===== config.mk =====
export PLATFORM = sky130hd
export DESIGN_NAME = vic_ack_unit
export DESIGN_NICKNAME = d
export VERILOG_FILES = /design/src/rtl/vic_ack_pkg.sv /design/src/rtl/vic_ack_sync.sv /design/src/rtl/vic_ack_fsm.sv /design/src/rtl/vic_ack_vecreg.sv /design/src/rtl/vic_ack_unit.sv
export SDC_FILE = /design/constraint.sdc
export NUM_CORES = 1
export LEC_CHECK = 0
export CORE_MARGIN = 4
export CORE_UTILIZATION = 32
export DETAILED_ROUTE_END_ITERATION = 16
export PLACE_DENSITY = 0.73
export SLEW_MARGIN = 20
export SYNTH_ARGS = -nofsm -noshare
export SYNTH_HDL_FRONTEND = slang
export SYNTH_SLANG_ARGS = --single-unit

===== constraint.sdc =====
create_clock -name clk -period 1.6 [get_ports clk]
set_input_delay 0.32 -clock clk [delete_from_list [all_inputs] [get_ports clk]]
set_output_delay 0.32 -clock clk [all_outputs]
set_load 0.02 [all_outputs]

===== src/rtl/vic_ack_pkg.sv =====
package vic_ack_pkg;
  typedef enum logic [2:0] {
    ST_IDLE     = 3'd0,
    ST_DECIDE   = 3'd1,
    ST_ACK      = 3'd2,
    ST_CAPTURE  = 3'd3,
    ST_WAIT_LOW = 3'd4
  } ack_state_t;
endpackage


===== src/rtl/vic_ack_sync.sv =====
module vic_ack_sync #(
  parameter int STAGES = 2,
  parameter bit RST_VAL = 1'b0
) (
  input  logic clk,
  input  logic rst_n,
  input  logic d,
  output logic q
);
  logic [STAGES-1:0] chain;

  for (genvar i = 0; i < STAGES; i++) begin : g_stage
    if (i == 0) begin : g_first
      always_ff @(posedge clk or negedge rst_n) begin
        if (!rst_n) chain[0] <= RST_VAL;
        else        chain[0] <= d;
      end
    end else begin : g_next
      always_ff @(posedge clk or negedge rst_n) begin
        if (!rst_n) chain[i] <= RST_VAL;
        else        chain[i] <= chain[i-1];
      end
    end
  end

  assign q = chain[STAGES-1];
endmodule


===== src/rtl/vic_ack_fsm.sv =====
module vic_ack_fsm
  import vic_ack_pkg::*;
(
  input  logic clk,
  input  logic rst_n,
  input  logic req_n_s,
  input  logic valid_s,
  input  logic fiq_pending,
  input  logic irq_mask,
  output logic ack_o,
  output logic capture_o,
  output logic ready_o
);
  ack_state_t state, nxt;
  logic ack_q, ready_q;

  always_comb begin
    nxt = state;
    unique case (state)
      ST_IDLE:     if (!irq_mask && !req_n_s) nxt = ST_DECIDE;
      ST_DECIDE:   nxt = fiq_pending ? ST_IDLE : ST_ACK;
      ST_ACK:      if (valid_s) nxt = ST_CAPTURE;
      ST_CAPTURE:  nxt = ST_WAIT_LOW;
      ST_WAIT_LOW: if (!valid_s) nxt = ST_IDLE;
      default:     nxt = ST_IDLE;
    endcase
  end

  assign capture_o = (state == ST_ACK) && valid_s;

  always_ff @(posedge clk or negedge rst_n) begin
    if (!rst_n) begin
      state   <= ST_IDLE;
      ack_q   <= 1'b0;
      ready_q <= 1'b0;
    end else begin
      state   <= nxt;
      ack_q   <= (nxt == ST_ACK);
      ready_q <= capture_o;
    end
  end

  assign ack_o   = ack_q;
  assign ready_o = ready_q;

  p_mask_idle_r2: assert property (@(posedge clk) disable iff (!rst_n)
    (state == ST_IDLE && irq_mask) |=> (state == ST_IDLE && !ack_q));

  p_fiq_abort_r3: assert property (@(posedge clk) disable iff (!rst_n)
    (state == ST_DECIDE && fiq_pending) |=> (state == ST_IDLE && !ack_q));

  p_ack_hold_r4: assert property (@(posedge clk) disable iff (!rst_n)
    (ack_q && !valid_s) |=> ack_q);

  p_ready_pulse_r6: assert property (@(posedge clk) disable iff (!rst_n)
    ready_q |=> !ready_q);

  p_ack_low_on_ready_r7: assert property (@(posedge clk) disable iff (!rst_n)
    ready_q |-> !ack_q);

  p_no_resample_r8: assert property (@(posedge clk) disable iff (!rst_n)
    (state == ST_WAIT_LOW && valid_s) |=> (!ack_q && state != ST_DECIDE));
endmodule


===== src/rtl/vic_ack_vecreg.sv =====
module vic_ack_vecreg #(
  parameter int W = 30
) (
  input  logic         clk,
  input  logic         rst_n,
  input  logic         load,
  input  logic [W-1:0] d,
  output logic [W-1:0] q
);
  always_ff @(posedge clk or negedge rst_n) begin
    if (!rst_n)    q <= '0;
    else if (load) q <= d;
  end

  p_vec_hold_r5: assert property (@(posedge clk) disable iff (!rst_n)
    !load |=> $stable(q));
endmodule


===== src/rtl/vic_ack_unit.sv =====
module vic_ack_unit #(
  parameter int VEC_W       = 30,
  parameter int SYNC_STAGES = 2
) (
  input  logic             clk,
  input  logic             rst_n,
  input  logic             irq_req_n,
  input  logic             addr_valid,
  input  logic [VEC_W-1:0] vec_addr_in,
  input  logic             fiq_pending,
  input  logic             irq_mask,
  output logic             irq_ack,
  output logic             vec_ready,
  output logic [VEC_W-1:0] vec_out
);
  logic req_n_s, valid_s, capture;

  vic_ack_sync #(.STAGES(SYNC_STAGES), .RST_VAL(1'b1)) u_req_sync (
    .clk(clk), .rst_n(rst_n), .d(irq_req_n), .q(req_n_s));

  vic_ack_sync #(.STAGES(SYNC_STAGES), .RST_VAL(1'b0)) u_valid_sync (
    .clk(clk), .rst_n(rst_n), .d(addr_valid), .q(valid_s));

  vic_ack_fsm u_fsm (
    .clk(clk), .rst_n(rst_n), .req_n_s(req_n_s), .valid_s(valid_s),
    .fiq_pending(fiq_pending), .irq_mask(irq_mask),
    .ack_o(irq_ack), .capture_o(capture), .ready_o(vec_ready));

  vic_ack_vecreg #(.W(VEC_W)) u_vec (
    .clk(clk), .rst_n(rst_n), .load(capture), .d(vec_addr_in), .q(vec_out));

  p_ready_new_vec_r6: assert property (@(posedge clk) disable iff (!rst_n)
    $rose(vec_ready) |-> $past(irq_ack));
endmodule


==> impl_results.md <==
* First-pass GRT wire length at 5858 um
* TritonCTS Buffers at 5
* Fill cells at 382
* R2r startpoint: u_fsm.state[2]$_DFF_PN0_
* Least-Margin Pin Slew at 596.9 ps
* CP top delay family: buffers and inverters
* Layout area overhead at 57.92%
* Row count at 25
* Initial antenna violation count at 0
* Die area at 6100 um2
* Worst path depth at 1
* Internal Power at 0.003240 W
* Avg Inst Size Synth at 18.72 um2
* Number of flops mapped to enable cells by yosys at 0
* Worst R2R Setup Slack at 130 ps
* Largest net degree at the start of global routing at 29
* Die Ht at 78.11 um
* Worst r2r path cells at 3
* Power Density at 1922 nW/um2
* Worst path cell trace: clkdlybuf4s50_1
* Main area contributors after synthesis: dfrtp_1 59%, mux2_4 28%, buf_12 3.8%, dfstp_2 3.3%, or3b_2 1.1%
* Initial DRC Count at 56
* Final instance area at 2484 um2
* Critical path class: reg -> out
* Reg power frac at 0.352
* Critical Path Sink: vec_out[21]
* Seq/Total Area, Yosys at 0.6221
* Share of cells above drive strength 1 at 0.3043
* Clock network power share at 0.174
* Setup Fix Bufs, Post-CTS at 0
* Share of the synthesized area in the top cell type at 0.5887
* Routed vias/inst at 4.320
* Final antenna-violating net count at 0
* Run status: completed
* CP Data Arrival Time at 1240 ps
* Smallest setup slack after layout at 40.23 ps
* Share of power burned in combinational logic at 0.474
* TritonCTS clock tree: built
* Cell Area, Placed at 2312 um2
* Ant diodes at 0
* Hold Violations, Final at 0
* Setup TNS at 0 ps
* Routed wire length at 3518 um
* CTS root buf: clkbuf_8
* Total nets after synthesis at 120
* Die extent in x at 78.11 um
* Top-Level Pins at 68
* Hold buffer count at CTS at 0
* Routability Congestion at 0.7194
* Synth Flop Type: dfrtp_1
* Async set-reset flop share out of synthesis at 1.000
* Switch Pwr at 0.001533 W
* Core area at 4755 um2
* Buffers on Ports at 67
* Hold Slack at 36.15 ps
* Slowest CP cell: clkdlybuf4s50_1
* Crit path buf inv count at 1
* Metal-1 WL at 1499 um
* Worst-path clk slew at 80 ps
* DRC at 0
* Startpoint Class: flip-flop
* H-Tree Depth at 2
* Total GRT Usage at 0.1221
* Max_slew headroom at 0.6021
* Clock skew at 6.532 ps
* Met2 wire len at 1694 um
* CTS Buffer Depth at 2
* Synth area leader: dfrtp_1
* Crit. End Element: primary output
* DR top layer: met4
* Non-Filler Instances at 228
* Peak Freq at 641.1 MHz
* Initial Utilization at 0.3308
* Peak VDD IR at 0.0008067 V
* Max Cap Violations at 0
* Worst Path Required at 1280 ps
* Initial DRT Pass Iterations at 4
* Count leader, synth: dfrtp_1
* Worst Path Max Fanout at 2
* Avg WL per Cell at 15.43 um
* Final worst path period need at 1560 ps
* Critical R2R Capture: u_vec.q[16]$_DFFE_PN0P_
* Part of the cycle the worst path needs at 0.9749
* Wire length on met3 at 275 um
* Fin. max-slew vios at 0
* CP startpoint: u_vec.q[21]$_DFFE_PN0P_
* Setup violators final at 0
* Synth cell count leaders: 37 x dfrtp_1, 29 x mux2_4, 3 x buf_12
* Clock latency on the worst-skew pair at 280 ps
* DP HPWL at 2633 um
* Cell count after placement at 220
* Global route total overflow at 0
* Area of the mapped netlist at 1573 um2
* Vias in the first global route at 1,136
* Synth warn at 0
* Synthesized flop and latch total at 39
* Sink Count at 39
* Post-synth cell types at 14
* Via count at 985
* HP Class: in -> async
* Placement Setup Slack at 130.4 ps
* Switching share of power at 0.3212
* Syn Inst Count at 84
* Layout Nets at 196
* CP peak stage delay at 610 ps
* Leak at 1.283 nW
[power by group through the flow]
stage	clock network, W	logic, W	registers (W)
after floorplan	0	0.000850	0.00217
after global placement	0	0.00232	0.00167
after detailed placement	0	0.00236	0.00170
after CTS	0.000863	0.00235	0.00170
after global routing	0.000908	0.00237	0.00174
final	0.000830	0.00226	0.00168
[how the worst min path moves through the flow]
| stage | end | slack [ps] | depth (start not counted) | startpoint |
|---|---|---|---|---|
| global route | u_vec.q[16]$_DFFE_PN0P_ | 80 | 1 | rst_n |
| floorplan | u_fsm.ack_o$_DFF_PN0_ | 20 | 0 | rst_n |
| global placement | u_valid_sync.q$_DFF_PN0_ | 340 | 0 | u_valid_sync.chain[0]$_DFF_PN0_ |
| detailed placement | u_valid_sync.q$_DFF_PN0_ | 340 | 0 | u_valid_sync.chain[0]$_DFF_PN0_ |
| CTS | u_vec.q[16]$_DFFE_PN0P_ | 60 | 1 | rst_n |
| finish | u_vec.q[16]$_DFFE_PN0P_ | 40 | 1 | rst_n |
[per-layer routing]
layer / vias up / track usage
li1: 443 / -
met1: 486 / 0.1513
met2: 50 / 0.1986
met3: 6 / 0.04128
met4: 0 / 0.04371
met5: - / 0
[final cells by class]
type	instances	area [um2]	share of cell area
clock buffers	6	82.58	0.03325
clock inverters	2	35.03	0.01411
multi-input cells	42	534.3	0.2151
flip-flops and latches	39	978.4	0.3940
well taps	67	83.83	0.03375
repair buffers	72	769.5	0.3098
[cells by family (layout without fill, tap and decap cells)]
kind of cell	count (synthesis)	in the layout	share of synthesized area
and+or+nand+nor	8	8	0.03979
DFF	39	39	0.6221
muxes	30	30	0.2840
AOI/OAI and AO/OA	4	4	0.01591
buffers and inverters	3	80	0.03819
[placed cells by master, fill, tap and decap left out, drive strengths merged]
cell type and count:
a211oi 1, a21oi 2, and4bb 1, buf 6, bufinv 1, clkbuf 6, clkdlybuf4s50 40, clkinv 1
dfrtp 37, dfstp 2, dlygate4sd2 3, dlymetal6s2s 23, mux2 30, nand2 2, nand3b 1, o31ai 1
or2b 1, or3 1, or3b 2
[sequential cells by signal (all words and copies together) (netlist names)]
name / flops
u_vec.q: 30
u_fsm.state: 3
u_fsm.ack_o: 1
u_fsm.ready_o: 1
u_req_sync.chain: 1
u_req_sync.q: 1
u_valid_sync.chain: 1
u_valid_sync.q: 1
[through the flow]
stage | total power (W) | util
global placement | 0.003995 | 0.4863
global route | 0.005018 | 0.5224
CTS | 0.004907 | 0.5103
finish | 0.004773 | 0.5224
detailed placement | 0.004066 | 0.4863
floorplan | 0.003019 | -
[repair_timing]
item,in CTS,in global routing
cloned,0,0
setup endpoints to repair,3,23
hold endpoints to repair,0,0
gates resized for setup,3,23
(Power assumes the default switching activity.)
